==> src/rtl/stamp_ring_pkg.sv <==
package stamp_ring_pkg;
  localparam int WORD_W      = 32;
  localparam int ENTRY_WORDS = 8;
  localparam int BEAT_W      = $clog2(ENTRY_WORDS);
  localparam int PAY_WORDS   = ENTRY_WORDS - 1;
  localparam int LOOP_W      = 4;
  localparam int TAG_W       = 8;
  localparam int LOOP_LSB    = 28;
  localparam int TAG_LSB     = 20;

  typedef enum logic {WR_SWEEP, WR_FILL} wr_state_e;

  // Build the closing word of an entry: pass count, ring tag, zero elsewhere.
  function automatic logic [WORD_W-1:0] form_stamp(input logic [LOOP_W-1:0] loop,
                                                   input logic [TAG_W-1:0]  tag);
    logic [WORD_W-1:0] w;
    w = '0;
    w[LOOP_LSB +: LOOP_W] = loop;
    w[TAG_LSB  +: TAG_W]  = tag;
    return w;
  endfunction
endpackage

==> src/rtl/stamp_ring_ram.sv <==
// Simple dual-port RAM: one write port, one registered read port.
module stamp_ring_ram #(
  parameter int DATA_W = 32,
  parameter int ADDR_W = 4
) (
  input  logic              clk,
  input  logic              we,
  input  logic [ADDR_W-1:0] waddr,
  input  logic [DATA_W-1:0] wdata,
  input  logic [ADDR_W-1:0] raddr,
  output logic [DATA_W-1:0] rdata
);
  localparam int WORDS = 1 << ADDR_W;

  logic [DATA_W-1:0] mem [WORDS];

  always_ff @(posedge clk) begin
    if (we) mem[waddr] <= wdata;
    rdata <= mem[raddr];
  end
endmodule

==> src/rtl/stamp_ring_writer.sv <==
// Producer: clears the stamp store, then fills slots and stamps each entry.
module stamp_ring_writer
  import stamp_ring_pkg::*;
#(
  parameter int               DEPTH    = 16,
  parameter logic [TAG_W-1:0] RING_TAG = 8'h5C,
  localparam int              IDX_W    = $clog2(DEPTH)
) (
  input  logic                    clk,
  input  logic                    rst,
  input  logic                    push_valid,
  input  logic [WORD_W-1:0]       push_word,
  output logic                    push_ready,
  input  logic                    slot_release,
  output logic                    armed,
  output logic [IDX_W:0]          ring_occ,
  output logic                    body_we,
  output logic [IDX_W+BEAT_W-1:0] body_waddr,
  output logic [WORD_W-1:0]       body_wdata,
  output logic                    tag_we,
  output logic [IDX_W-1:0]        tag_waddr,
  output logic [LOOP_W-1:0]       tag_wdata
);
  localparam logic [IDX_W:0]    FULL_OCC = (IDX_W+1)'(DEPTH);
  localparam logic [IDX_W-1:0]  LAST_IDX = IDX_W'(DEPTH - 1);
  localparam logic [BEAT_W-1:0] STAMP_BEAT = BEAT_W'(PAY_WORDS);

  wr_state_e          state_q;
  logic [IDX_W-1:0]   sweep_q;
  logic [IDX_W:0]     head_q, tail_q;
  logic [BEAT_W-1:0]  beat_q;
  logic [LOOP_W-1:0]  loop_q;
  logic [IDX_W-1:0]   slot;
  logic               full, stamp_cyc, take;

  assign slot       = head_q[IDX_W-1:0];
  assign ring_occ   = head_q - tail_q;
  assign full       = (ring_occ == FULL_OCC);
  assign armed      = (state_q == WR_FILL);
  assign stamp_cyc  = armed && (beat_q == STAMP_BEAT);
  assign push_ready = armed && (beat_q != STAMP_BEAT) && ((beat_q != '0) || !full);
  assign take       = push_valid && push_ready;

  always_ff @(posedge clk) begin
    if (rst) begin
      state_q <= WR_SWEEP;
      sweep_q <= '0;
      head_q  <= '0;
      tail_q  <= '0;
      beat_q  <= '0;
      loop_q  <= '0;
    end else begin
      if (state_q == WR_SWEEP) begin
        sweep_q <= sweep_q + 1'b1;
        if (sweep_q == LAST_IDX) state_q <= WR_FILL;
      end
      if (take) begin
        beat_q <= beat_q + 1'b1;
        // a new pass starts with the first beat into slot 0
        if (beat_q == '0 && slot == '0) loop_q <= loop_q + 1'b1;
      end
      if (stamp_cyc) begin
        beat_q <= '0;
        head_q <= head_q + 1'b1;
      end
      if (slot_release && ring_occ != '0) tail_q <= tail_q + 1'b1;
    end
  end

  always_comb begin
    body_we    = take || stamp_cyc;
    body_waddr = {slot, beat_q};
    body_wdata = stamp_cyc ? form_stamp(loop_q, RING_TAG) : push_word;
    tag_we     = (state_q == WR_SWEEP) || stamp_cyc;
    tag_waddr  = (state_q == WR_SWEEP) ? sweep_q : slot;
    tag_wdata  = (state_q == WR_SWEEP) ? '0 : loop_q;
  end
endmodule

==> src/rtl/stamp_ring_scanner.sv <==
// Consumer-side scanner: detects fresh slots from the stamp parity alone.
module stamp_ring_scanner
  import stamp_ring_pkg::*;
#(
  parameter int  DEPTH = 16,
  localparam int IDX_W = $clog2(DEPTH)
) (
  input  logic              clk,
  input  logic              rst,
  input  logic              armed,
  input  logic              scan_en,
  input  logic [LOOP_W-1:0] tag_rdata,
  output logic [IDX_W-1:0]  tag_raddr,
  output logic              fresh_valid,
  output logic [IDX_W-1:0]  fresh_slot,
  output logic [LOOP_W-1:0] fresh_loop
);
  localparam logic [IDX_W-1:0] LAST_IDX = IDX_W'(DEPTH - 1);

  logic [IDX_W-1:0] idx_q;
  logic             want_q;
  logic             hit;

  // tag_rdata always belongs to idx_q: the read address follows the next index
  assign hit       = armed && scan_en && (tag_rdata[0] == want_q);
  assign tag_raddr = hit ? idx_q + 1'b1 : idx_q;

  always_ff @(posedge clk) begin
    if (rst) begin
      idx_q       <= '0;
      want_q      <= 1'b1;
      fresh_valid <= 1'b0;
      fresh_slot  <= '0;
      fresh_loop  <= '0;
    end else begin
      fresh_valid <= hit;
      if (hit) begin
        idx_q      <= idx_q + 1'b1;
        fresh_slot <= idx_q;
        fresh_loop <= tag_rdata;
        if (idx_q == LAST_IDX) want_q <= ~want_q;
      end
    end
  end
endmodule

==> src/rtl/stamp_ring.sv <==
module stamp_ring
  import stamp_ring_pkg::*;
#(
  parameter int               DEPTH    = 16,
  parameter logic [TAG_W-1:0] RING_TAG = 8'h5C,
  localparam int              IDX_W    = $clog2(DEPTH)
) (
  input  logic              clk,
  input  logic              rst,
  input  logic              push_valid,
  input  logic [31:0]       push_word,
  output logic              push_ready,
  input  logic              scan_en,
  output logic              fresh_valid,
  output logic [IDX_W-1:0]  fresh_slot,
  output logic [3:0]        fresh_loop,
  input  logic              slot_release,
  input  logic [IDX_W-1:0]  peek_slot,
  input  logic [2:0]        peek_word,
  output logic [31:0]       peek_data
);
  logic                    armed;
  logic [IDX_W:0]          ring_occ;
  logic                    body_we, tag_we;
  logic [IDX_W+BEAT_W-1:0] body_waddr;
  logic [WORD_W-1:0]       body_wdata;
  logic [IDX_W-1:0]        tag_waddr, tag_raddr;
  logic [LOOP_W-1:0]       tag_wdata, tag_rdata;

  stamp_ring_writer #(.DEPTH(DEPTH), .RING_TAG(RING_TAG)) u_wr (
    .clk, .rst, .push_valid, .push_word, .push_ready, .slot_release,
    .armed, .ring_occ, .body_we, .body_waddr, .body_wdata,
    .tag_we, .tag_waddr, .tag_wdata
  );

  stamp_ring_ram #(.DATA_W(WORD_W), .ADDR_W(IDX_W + BEAT_W)) u_body (
    .clk, .we(body_we), .waddr(body_waddr), .wdata(body_wdata),
    .raddr({peek_slot, peek_word}), .rdata(peek_data)
  );

  stamp_ring_ram #(.DATA_W(LOOP_W), .ADDR_W(IDX_W)) u_tags (
    .clk, .we(tag_we), .waddr(tag_waddr), .wdata(tag_wdata),
    .raddr(tag_raddr), .rdata(tag_rdata)
  );

  stamp_ring_scanner #(.DEPTH(DEPTH)) u_scan (
    .clk, .rst, .armed, .scan_en, .tag_rdata, .tag_raddr,
    .fresh_valid, .fresh_slot, .fresh_loop
  );
endmodule

==> config.mk <==
export PLATFORM = sky130hd
export DESIGN_NAME = stamp_ring
export DESIGN_NICKNAME = d
export VERILOG_FILES = /design/src/rtl/stamp_ring_pkg.sv /design/src/rtl/stamp_ring_ram.sv /design/src/rtl/stamp_ring_writer.sv /design/src/rtl/stamp_ring_scanner.sv /design/src/rtl/stamp_ring.sv
export SDC_FILE = /design/constraint.sdc
export NUM_CORES = 2
export LEC_CHECK = 0
export BUFFER_PORTS_ARGS = -buffer_cell sky130_fd_sc_hd__buf_4
export CAP_MARGIN = 20
export CORE_UTILIZATION = 40
export CTS_BUF_LIST = sky130_fd_sc_hd__clkbuf_8
export DETAILED_ROUTE_END_ITERATION = 10
export PLACE_DENSITY = 0.59
export SYNTH_ARGS = -nofsm -noshare
export SYNTH_HDL_FRONTEND = slang
export SYNTH_MEMORY_MAX_BITS = 65536
export SYNTH_SLANG_ARGS = --single-unit
==> constraint.sdc <==
create_clock -name clk -period 5.6 [get_ports clk]
set_input_delay 0.84 -clock clk [delete_from_list [all_inputs] [get_ports clk]]
set_output_delay 0.84 -clock clk [all_outputs]
set_load 0.02 [all_outputs]
==> key figures <==
Status
  • Outcome: finished, final reports clean

Setup path
  • Reg2Reg Setup Slack: 1.40 ns
  • RR Startpoint: u_wr.head_q[0]
  • Type of origin of the critical path: flop
  • Worst-path fanout max: 15
  • Critical R2R Capture: u_body.mem[9][20]
  • Arr. time, crit path: 3.49 ns
  • Req. time, crit path: 4.76 ns
  • CP Capture Type: primary output
  • Worst Path Class, Setup: flop to primary output
  • R2R cell count: 9

Power
  • Lkg Pwr: 57.01 nW
  • Peak VDD IR: 0.2642 mV
  • Power Density: 340.0 nW/µm²

Min path
  • Hold path depth: 2
  • Hold worst-path end: u_body.mem[67][21]
  • Worst Hold Class: primary input to flop
  • Hold Path Origin: push_word[21]

Cells and area
  • Final Util: 45.84%
  • Synth-to-Final Area Change: 13.74%
  • Fraction of layout cells with a size suffix above 1: 36.03%
  • Multi-input logic area: 34520 µm²
  • Non-Filler Instances: 13060
  • # fillers: 32830
  • Most common cell after layout, fill and taps aside: edfxtp_1
  • Final Cell Area: 183600 µm²
  • Most frequent cells in the layout: edfxtp_1 (4160), mux4_2 (1344), clkbuf_8 (703)
  • Reg area: 126400 µm²
  • NumNets Final: 7277

Synth
  • Top cells by area, synth: edfxtp_1 (77%), mux4_2 (19%), dfxtp_1 (0.89%), clkbuf_1 (0.49%), mux2_2 (0.29%)
  • Avg Cell Area, Syn: 24.91 µm²
  • Synth warnings: 0
  • Number of flops mapped to enable cells by yosys: 4160
  • Synthesized cell area: 161400 µm²
  • Async S/R FF share, synth: 0%
  • Flops & latches, synth: 4232
  • Sequential cell area fraction in the yosys report: 78.27%
  • Top cell type's share of synthesized area: 77.38%
  • Mapped Nets: 6540
  • Ys flop type: edfxtp_1
  • Leading area contributor after synthesis: edfxtp_1
  • Syn Inst Count: 6481
  • Yosys cell types: 54

Clock tree
  • H-tree Lvls: 6
  • CTS Buffer Depth: 4
  • Worst-Skew Late Latency: 1.22 ns
  • CTS root buffer: clkbuf_8
  • Post-cts sizing count: 0
  • Post-CTS setup repair buffer count: 0
  • CTS tree: yes
  • Num Clock Sinks: 4232
  • Clk slew on worst S/H paths: 0.06 ns
  • CTS Buf Count: 664
  • Hold-fix buffers at CTS: 2

GRT
  • First-pass GRT wire length: 599500 µm
  • Grt met2 use: 33.68%
  • Gr ovfl total: 0
  • Met3 Resource Use GR: 3.435%
  • GR Layer Usage met1: 29.67%
  • Overall routing resource usage: 20.91%
  • Largest net degree at the start of global routing: 98
  • Vias in the first global route: 77990
  • Initial antenna violation count: 46
  • Gr busiest metal: met2

Floorplanning
  • Die width: 637.3 µm
  • DIE HEIGHT: 637.3 µm
  • FP Rows: 232
  • Initial Util: 40.30%
  • IO Count: 86
  • Total core area: 400600 µm²
  • Die area: 406100 µm²

Detailed routing
  • Via count: 75870
  • Via density: 5.811
  • WL final: 429600 µm
  • Routed WL per cell: 32.90 µm
  • Iter 0 DRT Violations: 9248
  • DRC viols: 0
  • Pre-antenna DRT Iters: 8
  • Detail Route Antenna Nets: 0

STA
  • Worst slew margin: 22.37%
  • Post-route setup slack: 1.273 ns
  • Setup-failing EPs final: 0
  • Post-Route Skew: 0.06260 ns
  • Fmax: 231.1 MHz
  • Fin Setup TNS: 0 ns
  • Final hold violation count: 0
  • Min Tclk post-route: 4.327 ns
  • Period utilization: 77.26%
  • Worst slew pin tran: 1.164 ns
  • Slew Viols, Final: 0
  • RSZ-0062 raised after global routing: false

Job
  • Max cap viols: 0

Placed design
  • Estimated wirelength of the detail-placed design: 238500 µm
  • Setup WS pre-CTS: 1.174 ns
  • RD Place Congestion: 0.8177
  • Placed cell area: 171300 µm²
  • DP Cell Count: 11810
  • PortBufs: 85
-- Yosys cell counts, types with 4 or more instances --
master and instances:
a31o_2 4, nor3_1 69, clkbuf_1 210, buf_2 84, and2_1 32, mux4_2 1344
o21ai_0 21, nand3_1 33, o2111ai_1 4, dfxtp_1 72, and3_1 7, nand2_1 68
buf_1 45, nor2_1 108, inv_1 12, edfxtp_1 4160, nor2b_1 10, o31ai_1 7
a21oi_1 26, ha_1 15, or3_1 5, mux2i_1 18, xor2_1 8, mux2_2 42
nand2b_1 10, a31oi_1 6, buf_4 7, xnor2_1 7
-- cells by family (layout without fill, tap and decap cells) --
| group | count (synthesis) | in the layout | share of synthesized area, % |
|---|---|---|---|
| AOI/OAI and AO/OA | 97 | 97 | 0.4022 |
| xor gates and xnor gates | 15 | 15 | 0.08138 |
| adders and majority gates | 15 | 15 | 0.1163 |
| buffers and inverters | 360 | 1625 | 0.9277 |
| DFF | 4232 | 4232 | 78.27 |
| muxes | 1404 | 1404 | 19.15 |
| other | 0 | 46 | 0 |
| and+or+nand+nor | 358 | 358 | 1.047 |
-- where the power goes --
part	internal, mW	switching, mW
Clock	12.0	12.1
Sequential	34.8	0.112
Combinational	1.32	2.08
Total	48.1	14.3
-- worst max path at each step --
| stage | from | endpoint | slack [ns] | cells after the start |
|---|---|---|---|---|
| 2_1_floorplan | u_wr.tail_q[1] | u_body.mem[104][0] | 0.82 | 10 |
| 3_3_place_gp | peek_word[0] | u_body.rdata[7] | 1.15 | 7 |
| 3_5_place_dp | peek_word[0] | u_body.rdata[7] | 1.17 | 7 |
| 4_1_cts | u_wr.head_q[0] | push_ready | 1.18 | 8 |
| 5_1_grt | u_wr.head_q[0] | push_ready | 0.99 | 8 |
| 6_report | u_wr.head_q[3] | push_ready | 1.27 | 7 |
-- per-stage QoR --
step | total power, mW | hold WS, ns
finish | 62.43 | 0.1660
detailed placement | 39.00 | 0.4527
global route | 64.26 | 0.09696
global placement | 38.94 | 0.4600
CTS | 62.87 | 0.03426
floorplan | 37.51 | 0.4174
-- critical path, stage by stage, from the launching register on --
cell and delay (ns):
dfxtp_1 0.54, ha_1 0.35, xor2_1 0.19, nor4_1 0.25, or2_2 0.17, o2111a_1 0.52, nor3b_1 0.10, buf_4 0.20
-- layout make-up --
type	count	share of cell area, %
Sequential cell	4232	68.82
Multi-Input combinational cell	1889	18.80
Clock buffer	703	5.269
Tap cell	5265	3.588
Timing Repair Buffer	419	2.129
Clock inverter	491	1.307
Antenna cell	46	0.06269
Inverter	12	0.02453
-- registers in the layout, indices dropped and copies added (netlist names) --
signal,cells
u_body.mem,4096
u_tags.mem,64
u_body.rdata,32
u_wr.head_q,5
u_wr.tail_q,5
u_scan.fresh_loop,4
u_scan.fresh_slot,4
u_scan.idx_q,4
u_tags.rdata,4
u_wr.loop_q,4
u_wr.sweep_q,4
u_wr.beat_q,3
u_scan.fresh_valid,1
u_scan.want_q,1
u_wr.armed,1
-- per-layer routing --
metal,wire [µm],vias to the layer above,share of wire [%]
met2,206800,3575,48
met5,41,-,0.0095
met1,176700,41780,41
met3,34710,626,8.1
li1,-,29880,-
met4,11330,6,2.6
No activity file was read; power rests on OpenSTA's default activity.
